**src/rtl/tmr_pkg.sv**
```systemverilog
package tmr_pkg;

    typedef enum logic [1:0] {
        MODE_OFF   = 2'd0,
        MODE_CHAIN = 2'd1,
        MODE_SPLIT = 2'd2,
        MODE_WDOG  = 2'd3
    } tmr_mode_e;

    localparam int ADDR_W = 2;
    localparam logic [ADDR_W-1:0] ADDR_CTRL  = 2'd0;
    localparam logic [ADDR_W-1:0] ADDR_PER_L = 2'd1;
    localparam logic [ADDR_W-1:0] ADDR_PER_H = 2'd2;
    localparam logic [ADDR_W-1:0] ADDR_SVC   = 2'd3;

    localparam int CTRL_LO_EXT = 2;
    localparam int CTRL_HI_EXT = 3;

endpackage

```
**src/rtl/tick_div.sv**
```systemverilog
module tick_div #(
    parameter int DIV = 6
) (
    input  logic clk,
    input  logic rst_n,
    input  logic restart,
    output logic tick
);
    localparam int CW = (DIV > 1) ? $clog2(DIV) : 1;
    localparam logic [CW-1:0] LAST = CW'(DIV - 1);

    typedef struct packed {
        logic [CW-1:0] cnt;
    } div_state_t;

    div_state_t st_d, st_q;

    always_comb begin
        st_d = st_q;
        if (restart || st_q.cnt == LAST) begin
            st_d.cnt = '0;
        end else begin
            st_d.cnt = st_q.cnt + 1'b1;
        end
        tick = (st_q.cnt == LAST) && !restart;
    end

    always_ff @(posedge clk or negedge rst_n) begin
        if (!rst_n) st_q <= '0;
        else        st_q <= st_d;
    end

    AST_TICK_GAP: assert property (@(posedge clk) disable iff (!rst_n)
        tick |=> !tick);

endmodule

```
**src/rtl/pin_edge.sv**
```systemverilog
module pin_edge #(
    parameter int STAGES = 2
) (
    input  logic clk,
    input  logic rst_n,
    input  logic pin,
    output logic rise
);
    typedef struct packed {
        logic [STAGES-1:0] sync;
        logic              prev;
    } edge_state_t;

    edge_state_t st_d, st_q;

    always_comb begin
        st_d      = st_q;
        st_d.sync = {st_q.sync[STAGES-2:0], pin};
        st_d.prev = st_q.sync[STAGES-1];
        rise      = st_q.sync[STAGES-1] && !st_q.prev;
    end

    always_ff @(posedge clk or negedge rst_n) begin
        if (!rst_n) st_q <= '0;
        else        st_q <= st_d;
    end

    AST_RISE_ONCE: assert property (@(posedge clk) disable iff (!rst_n)
        rise |=> !rise);

endmodule

```
**src/rtl/count_core.sv**
```systemverilog
module count_core
    import tmr_pkg::*;
#(
    parameter int W = 32
) (
    input  logic             clk,
    input  logic             rst_n,
    input  tmr_mode_e        mode,
    input  logic             clear,
    input  tmr_mode_e        clear_mode,
    input  logic [W-1:0]     per_lo,
    input  logic [W-1:0]     per_hi,
    input  logic             lo_adv,
    input  logic             hi_adv,
    input  logic             tick,
    input  logic             service,
    output logic             lo_evt,
    output logic             hi_evt,
    output logic             lo_out,
    output logic             hi_out,
    output logic             expired
);
    localparam int FW = 2 * W;

    typedef struct packed {
        logic [W-1:0] lo_cnt;
        logic [W-1:0] hi_cnt;
        logic         lo_evt;
        logic         hi_evt;
        logic         lo_out;
        logic         hi_out;
        logic         expired;
    } core_state_t;

    core_state_t st_d, st_q;
    logic [FW-1:0] full_q, full_n, per_full;

    assign full_q   = {st_q.hi_cnt, st_q.lo_cnt};
    assign per_full = {per_hi, per_lo};

    always_comb begin
        st_d        = st_q;
        st_d.lo_evt = 1'b0;
        st_d.hi_evt = 1'b0;
        full_n      = full_q;
        if (clear) begin
            full_n      = (clear_mode == MODE_WDOG) ? per_full : '0;
            st_d.lo_out = 1'b0;
            st_d.hi_out = 1'b0;
        end else begin
            unique case (mode)
                MODE_CHAIN: begin
                    if (lo_adv) begin
                        if (full_q == per_full) begin
                            full_n      = '0;
                            st_d.lo_evt = 1'b1;
                            st_d.lo_out = !st_q.lo_out;
                        end else begin
                            full_n = full_q + 1'b1;
                        end
                    end
                end
                MODE_SPLIT: begin
                    if (lo_adv) begin
                        if (st_q.lo_cnt == per_lo) begin
                            full_n[W-1:0] = '0;
                            st_d.lo_evt   = 1'b1;
                            st_d.lo_out   = !st_q.lo_out;
                        end else begin
                            full_n[W-1:0] = st_q.lo_cnt + 1'b1;
                        end
                    end
                    if (hi_adv) begin
                        if (st_q.hi_cnt == per_hi) begin
                            full_n[FW-1:W] = '0;
                            st_d.hi_evt    = 1'b1;
                            st_d.hi_out    = !st_q.hi_out;
                        end else begin
                            full_n[FW-1:W] = st_q.hi_cnt + 1'b1;
                        end
                    end
                end
                MODE_WDOG: begin
                    if (!st_q.expired) begin
                        if (service) begin
                            full_n = per_full;
                        end else if (tick) begin
                            if (full_q <= FW'(1)) begin
                                full_n       = '0;
                                st_d.expired = 1'b1;
                            end else begin
                                full_n = full_q - 1'b1;
                            end
                        end
                    end
                end
                default: begin
                end
            endcase
        end
        st_d.lo_cnt = full_n[W-1:0];
        st_d.hi_cnt = full_n[FW-1:W];
    end

    always_ff @(posedge clk or negedge rst_n) begin
        if (!rst_n) st_q <= '0;
        else        st_q <= st_d;
    end

    assign lo_evt  = st_q.lo_evt;
    assign hi_evt  = st_q.hi_evt;
    assign lo_out  = st_q.lo_out;
    assign hi_out  = st_q.hi_out;
    assign expired = st_q.expired;

    AST_WD_STICKY: assert property (@(posedge clk) disable iff (!rst_n)
        expired |=> expired);
    AST_LO_EVT_PULSE: assert property (@(posedge clk) disable iff (!rst_n)
        lo_evt |=> !lo_evt);
    AST_LO_PIN_TOGGLE: assert property (@(posedge clk) disable iff (!rst_n)
        lo_evt |-> (lo_out != $past(lo_out)));
    AST_HI_PIN_TOGGLE: assert property (@(posedge clk) disable iff (!rst_n)
        hi_evt |-> (hi_out != $past(hi_out)));

endmodule

```
**src/rtl/timer64_wd.sv**
```systemverilog
module timer64_wd
    import tmr_pkg::*;
#(
    parameter int CNT_W   = 32,
    parameter int CLK_DIV = 6,
    parameter int SYNC_N  = 2
) (
    input  logic        clk,
    input  logic        rst_n,
    input  logic        wr_en,
    input  logic [1:0]  wr_addr,
    input  logic [31:0] wr_data,
    input  logic        lo_pin_in,
    input  logic        hi_pin_in,
    output logic        lo_pin_out,
    output logic        hi_pin_out,
    output logic        lo_evt,
    output logic        hi_evt,
    output logic        wd_expired
);
    typedef struct packed {
        tmr_mode_e        mode;
        logic             lo_ext;
        logic             hi_ext;
        logic [CNT_W-1:0] per_lo;
        logic [CNT_W-1:0] per_hi;
    } cfg_t;

    cfg_t cfg_d, cfg_q;
    logic ctrl_wr, svc_wr, tick, lo_adv, hi_adv;
    logic [1:0] pin_vec, rise_vec;

    assign ctrl_wr = wr_en && (wr_addr == ADDR_CTRL);
    assign svc_wr  = wr_en && (wr_addr == ADDR_SVC) && (cfg_q.mode == MODE_WDOG);

    always_comb begin
        cfg_d = cfg_q;
        if (wr_en) begin
            unique case (wr_addr)
                ADDR_CTRL: begin
                    cfg_d.mode   = tmr_mode_e'(wr_data[1:0]);
                    cfg_d.lo_ext = wr_data[CTRL_LO_EXT];
                    cfg_d.hi_ext = wr_data[CTRL_HI_EXT];
                end
                ADDR_PER_L: cfg_d.per_lo = wr_data[CNT_W-1:0];
                ADDR_PER_H: cfg_d.per_hi = wr_data[CNT_W-1:0];
                default: begin
                end
            endcase
        end
    end

    always_ff @(posedge clk or negedge rst_n) begin
        if (!rst_n) cfg_q <= '0;
        else        cfg_q <= cfg_d;
    end

    tick_div #(.DIV(CLK_DIV)) u_div (
        .clk     (clk),
        .rst_n   (rst_n),
        .restart (ctrl_wr || svc_wr),
        .tick    (tick)
    );

    assign pin_vec = {hi_pin_in, lo_pin_in};

    for (genvar g = 0; g < 2; g++) begin : g_pin
        pin_edge #(.STAGES(SYNC_N)) u_edge (
            .clk   (clk),
            .rst_n (rst_n),
            .pin   (pin_vec[g]),
            .rise  (rise_vec[g])
        );
    end

    assign lo_adv = cfg_q.lo_ext ? rise_vec[0] : tick;
    assign hi_adv = cfg_q.hi_ext ? rise_vec[1] : tick;

    count_core #(.W(CNT_W)) u_core (
        .clk        (clk),
        .rst_n      (rst_n),
        .mode       (cfg_q.mode),
        .clear      (ctrl_wr),
        .clear_mode (tmr_mode_e'(wr_data[1:0])),
        .per_lo     (cfg_q.per_lo),
        .per_hi     (cfg_q.per_hi),
        .lo_adv     (lo_adv),
        .hi_adv     (hi_adv),
        .tick       (tick),
        .service    (svc_wr),
        .lo_evt     (lo_evt),
        .hi_evt     (hi_evt),
        .lo_out     (lo_pin_out),
        .hi_out     (hi_pin_out),
        .expired    (wd_expired)
    );

    AST_CHAIN_HI_QUIET: assert property (@(posedge clk) disable iff (!rst_n)
        (cfg_q.mode == MODE_CHAIN) |-> !hi_evt);
    AST_WDOG_NO_EVT: assert property (@(posedge clk) disable iff (!rst_n)
        (cfg_q.mode == MODE_WDOG) |-> (!lo_evt && !hi_evt));
    AST_OFF_SILENT: assert property (@(posedge clk) disable iff (!rst_n)
        (cfg_q.mode == MODE_OFF) |-> (!lo_evt && !hi_evt));

endmodule

```
**config.mk**
```make
export PLATFORM = sky130hd
export DESIGN_NAME = timer64_wd
export DESIGN_NICKNAME = d
export VERILOG_FILES = /design/src/rtl/tmr_pkg.sv /design/src/rtl/tick_div.sv /design/src/rtl/pin_edge.sv /design/src/rtl/count_core.sv /design/src/rtl/timer64_wd.sv
export SDC_FILE = /design/constraint.sdc
export NUM_CORES = 1
export LEC_CHECK = 0
export CAP_MARGIN = 30
export CORE_MARGIN = 2
export CORE_UTILIZATION = 46
export CTS_CLUSTER_SIZE = 20
export DETAILED_ROUTE_END_ITERATION = 6
export GPL_ROUTABILITY_DRIVEN = 0
export REMOVE_ABC_BUFFERS = 1
export SETUP_SLACK_MARGIN = 0.2
export SYNTH_ARGS = -nofsm -noshare
export SYNTH_HDL_FRONTEND = slang
export SYNTH_SLANG_ARGS = --single-unit
```
**constraint.sdc**
```tcl
create_clock -name clk -period 3.6 [get_ports clk]
set_input_delay 0.54 -clock clk [delete_from_list [all_inputs] [get_ports clk]]
set_output_delay 0.54 -clock clk [all_outputs]
set_load 0.02 [all_outputs]
```
# --- Word level (Yosys, flattened, before mapping) ---
# Cells that the tools add are included.
# W data, S select, Z words.
word_totals:
  reg_bits: 146
  input_bits: 39
  rom_bits: 0
  mem_count: 0
  latch_bits: 0
  ramBits: 0
  wordCells: 107
  out_inout_bits: 5
classes:
  addsub: 5
  n_eq_ne: 18
  magnitude_cmp: 1
  mux: 38
  n_shift: 0
  reduce_logical: 27
  n_mul: 0
  bitwise_logic: 1
  div_mod_pow: 0
op_table:
  columns: ["op", "count"]
  rows:
  - ["$mux W64", 8]
  - ["$pmux W64 S3", 1]
  - ["$mux W32", 4]
  - ["$add A32 B1 Y32 const B", 2]
  - ["$add A64 B1 Y64 const B", 1]
  - ["$eq A32 B32 Y1", 2]
  - ["$eq A64 B64 Y1", 1]
  - ["$le A64 B1 Y1 const B", 1]
  - ["$sub A64 B1 Y64 const B", 1]
  - ["$mux W1", 20]
  - ["$reduce_and A5 Y1", 3]
  - ["$ne A3 B3 Y1 const B", 4]
  - ["$eq A2 B2 Y1 const B", 5]
  - ["$reduce_and A2 Y1", 4]
  - ["$logic_and A1 B1 Y1", 6]
  - ["$ne A3 B2 Y1 const B", 2]
  - ["$reduce_bool A2 Y1", 3]
  - ["$logic_not A1 Y1", 5]
  - ["$eq A2 B1 Y1 const B", 2]
  - ["$mux W2", 2]
  - ["$ne A4 B4 Y1 const B", 1]
  - ["$pmux W1 S2", 2]
  - ["$reduce_bool A4 Y1", 1]
  - ["$add A3 B1 Y3 const B", 1]
  - ["other kinds (7)", 8]

# --- Depth between registers and ports, before layout ---
logic_depth:
  ltp_word: 11
  ltp_mapped: 11
  ltp_nobuf: 10

# --- Hierarchy ---
# A second synthesis with hierarchy kept.
unflattened:
  cells_unflattened: 1368
  area_unflattened_um2: 11821.3
by_module_without_submodules:
  columns: ["module", "area_each_um2", "cells_each", "n_inst", "seq_area_each_um2"]
  rows:
  - ["count_core", 8608.3, 1194, 1, 1726.7]
  - ["timer64_wd", 2889.0, 152, 1, 1701.6]
  - ["pin_edge", 88.8, 4, 2, 75.1]
  - ["tick_div", 146.4, 14, 1, 75.1]

# --- Worst setup path before layout ---
# No wires, ideal clock.
synth_path:
  path_type: "reg-to-reg"
  from: "register u_core.st_q (netlist bit u_core.full_q[18])"
  to: "register u_core.st_q (netlist bit u_core.full_q[36])"
  setup_ns: 0.124
  period_less_slack_ns: 2.951
  setup_slack_ns: 0.649
  path_stages_with_launch: 10
  arrival_time_ns: 2.827
  required_time_ns: 3.476
  path_buffers: 1
  path_cell_list: "dfrtp_1 > buf_6 > or4_4 > or4_1 > nor4_4 > nand2_2 > or3_1 > xnor2_1 > a22o_1 > a211o_1"
synth_via:
  elab_chain_len: 7
  elab_cells_between_ends: 12
  cone_classes: "add/sub: 2; order compare: 1; eq/ne: 1; mux: 8"
synth_rtl:
  columns: ["element", "line_no", "text"]
  rows:
  - ["start, declared", "count_core.sv:35", "core_state_t st_d, st_q;"]
  - ["start signal, assigned", "count_core.sv:107", "else st_q <= st_d;"]
  - ["$sub A64 B1 Y64 / $le A64 B1 Y1 (equally long branches)", "count_core.sv:92, count_core.sv:88", null]
  - ["$mux W64", "count_core.sv:88", "if (full_q <= FW'(1)) begin"]
  - ["$mux W64", "count_core.sv:87", "end else if (tick) begin"]
  - ["$mux W64", "count_core.sv:85", "if (service) begin"]
  - ["$mux W64", "count_core.sv:84", "if (!st_q.expired) begin"]
  - ["$pmux W64 S3 *", "count_core.sv:51", "unique case (mode)"]
  - ["$mux W64 *", "count_core.sv:46", "if (clear) begin"]
# Every way passes the cells marked *; elsewhere a longest branch is shown, timed or not. The select of a mux whose other input is x is not followed.
# A chain may end at the register's enable or synchronous reset.

# --- Final worst setup path ---
layout_path:
  from: "register u_core.st_q (netlist bit u_core.full_q[16])"
  to: "register u_core.st_q (netlist bit u_core.full_q[36])"
# Same word-level chain as after synthesis.

==> metrics.cfg <==
[global_route]
grt_pass1_vias = 9754
antenna_found_initial = 0
grt_max_degree = 73
grtUsageTotal = 0.318
grt_remaining_overflow = 0
grt_pass1_wl_um = 58800

[timing]
drv_slew = 0
fin_crit_ps = 3250
max_freq_mhz = 308
finalHoldViolCount = 0
worst_slack_ps = 355
setup_tns_ps = 0
rsz0062_at_grt = false
tightest_slew_ps = 759
slew_headroom = 0.494
fin_skew_ps = 18.0
final.period_utilization = 0.901
finalSetupViolCount = 0

[worst_setup_path]
startpoint = u_core.full_q[16]$_DFFE_PN0P_
criticalPathCategory = reg2reg
worstPathArrival_ps = 3570
worstReg2RegStart = u_core.full_q[16]$_DFFE_PN0P_
critPathCaptureType = flop
required_ps = 3930
startpoint_type = flop
crit_fanout = 11

[synth]
yosys_warnings = 0
ys_types = 79
avgSynthCellArea_um2 = 8.32
yosysSeqAreaShare = 0.346
synth-async-reset-ratio = 1.00
syn_area_mm2 = 0.0106
ys.flop_type = dfrtp_1
postSynthCellCount = 1270
synth_edf_count = 0
synth.ff_latch_count = 146

[worst_hold_path]
min_path_type = in2async

[floorplan]
die_area_mm2 = 0.0242
rows = 55
start_util = 0.468
dieHeight_um = 156
die_w_um = 156
pin_count = 44
fp.coreArea_mm2 = 0.0226

[pwr]
power_density_mw_per_mm2 = 652
p_leak_nw = 4.67
ir_drop_mv = 0.308
finalPower_mw = 7.96

[cells_and_area]
final_cell_count_no_fill = 1602
layout-drive-gt1-share = 0.157
area_growth_pct = 15.5
n_antenna_cell = 0
fillCellCount = 2145
nNetsFinal = 1353

[clock_network]
cts-htree-levels = 4
tritoncts = built
clock_tree.buffer_depth = 2
root_buffer = clkbuf_16
cts.sinks = 146
cts_buffers = 17
clk-insertion-delay-late_ps = 440
path_clk_slew_ps = 70

[drt]
wl_um = 37900
ant_nets = 0
vias = 10400
first_pass_iters = 7
first_iter_violations = 1101
routed_via_density = 6.51
drc = 1
wl_per_cell_um = 23.6

[job]
cap_violations = 0

[status]
violations = design-rule violations
status = finished with violations

[placement]
io_buffers = 43
dpl.cell_count = 1569
dpl.hpwl_um = 27600
pre_cts_ws_ps = 118

==> critical path, stage by stage, from the launching register on <==
cell and delay (ps):
dfrtp_1 520, or4_4 560, or4_1 480, nor4_4 440, nand2_2 220, or3_1 360
xnor2_1 130, a22o_1 200, a211o_1 220
==> synthesized netlist by cell type (all sizes together), types with 12 or more instances <==
cell / instances / area [um^2]
inv: 18 / 67.6
mux2: 64 / 721
and3: 16 / 100
nor4: 40 / 265
and2: 12 / 75.1
xnor2: 62 / 543
a22oi: 15 / 113
dfrtp: 146 / 3650
a21oi: 53 / 265
buf: 14 / 83.8
nor2: 86 / 323
o31ai: 12 / 90.1
nand3: 51 / 260
or4: 16 / 128
o21ai: 91 / 455
xor2: 48 / 420
nor3: 47 / 250
clkbuf: 100 / 375
o211ai: 19 / 143
nand4: 36 / 225
nand2: 151 / 569
==> cell type report <==
class	instances	area, um^2	share of cell area
clock buffers	19	443	0.0363
clock inverters	13	114	0.00933
multi-input cells	992	6440	0.528
inverters	18	67.6	0.00554
flip-flops and latches	146	3650	0.299
well taps	285	357	0.0292
repair buffers	129	1130	0.0927
==> cell families (layout without fill, tap and decap cells) <==
kind of cell,count (synthesis),count (layout),synth area share
fa+ha+maj,10,10,0.0118
mux,65,65,0.0691
compound gates,292,292,0.183
flops,146,146,0.346
simple gates,515,515,0.250
buf+inv,132,179,0.0498
xor+xnor,110,110,0.0912
==> registers in the layout, summed over array words and instances, names as in the netlist <==
signal and flops:
u_core.lo_evt 1, u_div.st_q 3, u_core.hi_evt 1, g_pin.u_edge.st_q 2, u_core.expired 1, u_core.full_q 64
u_core.lo_out 1, cfg_q 68, g_pin.u_edge.st_d 4, u_core.hi_out 1
==> power by group <==
group	switching [mW]	internal (mW)
combinational	1.88	1.43
sequential	0.814	2.08
clock	0.833	0.926
total	3.53	4.43
==> timing repair <==
action                     CTS  global route
resized for setup            0             2
hold endpoints to repair     0             0
buffers inserted             0             0
setup endpoints to repair    0             4
hold buffers                 0             0
==> path summary, 6_finish.rpt <==
kind,end,slack (ps),cells past startpoint
setup / recovery,u_core.full_q[36]$_DFFE_PN0P_,350,8
hold / removal,cfg_q[60]$_DFFE_PN0P_,110,1
setup reg to reg,u_core.full_q[36]$_DFFE_PN0P_,350,8
hold reg to reg,g_pin[1].u_edge.st_d[0]$_DFF_PN0_,350,0
max in group asynchronous,u_core.full_q[13]$_DFFE_PN0P_,2640,2
min in group clk,g_pin[1].u_edge.st_d[0]$_DFF_PN0_,350,0
==> per-stage QoR <==
stage,hold slack [ps],area (um^2),utilization
final,108,12200,0.541
after global routing,165,12200,0.541
after CTS,140,12200,0.540
after detailed placement,336,11600,0.515
after global placement,333,11600,0.515
after floorplan,244,10100,-
==> cells in the final DEF, fill, tap and decap left out, types with 6 or more instances in the layout <==
master           count
xnor2_1             62
o211ai_1            19
a31oi_1              8
nor3_1              42
or3_1                9
nor4_1              38
a221oi_1             9
xor2_1              48
o21ai_0             88
and4_1               6
a32oi_1              8
nand3_1             50
or4_1               14
dfrtp_1            146
a211oi_1            10
inv_1               18
nor3b_1              8
a21oi_1             53
ha_1                10
and3_1              16
nand4_1             36
nand3b_1             8
nor2b_1             11
buf_4               81
a22oi_1             15
clkdlybuf4s50_1     42
a22o_1               6
o31ai_1             12
clkbuf_16           17
nand2_1            150
nor2_1              86
and2_1              11
mux2_2              64
==> routing by layer <==
layer | vias to the layer above | wire length, um | GRT usage
li1 | 4734 | - | -
met1 | 5030 | 15900 | 0.441
met2 | 556 | 17200 | 0.498
met3 | 107 | 3180 | 0.0550
met4 | 0 | 1560 | 0.123
met5 | - | 0 | 0
No activity file was read; power rests on OpenSTA's default activity.
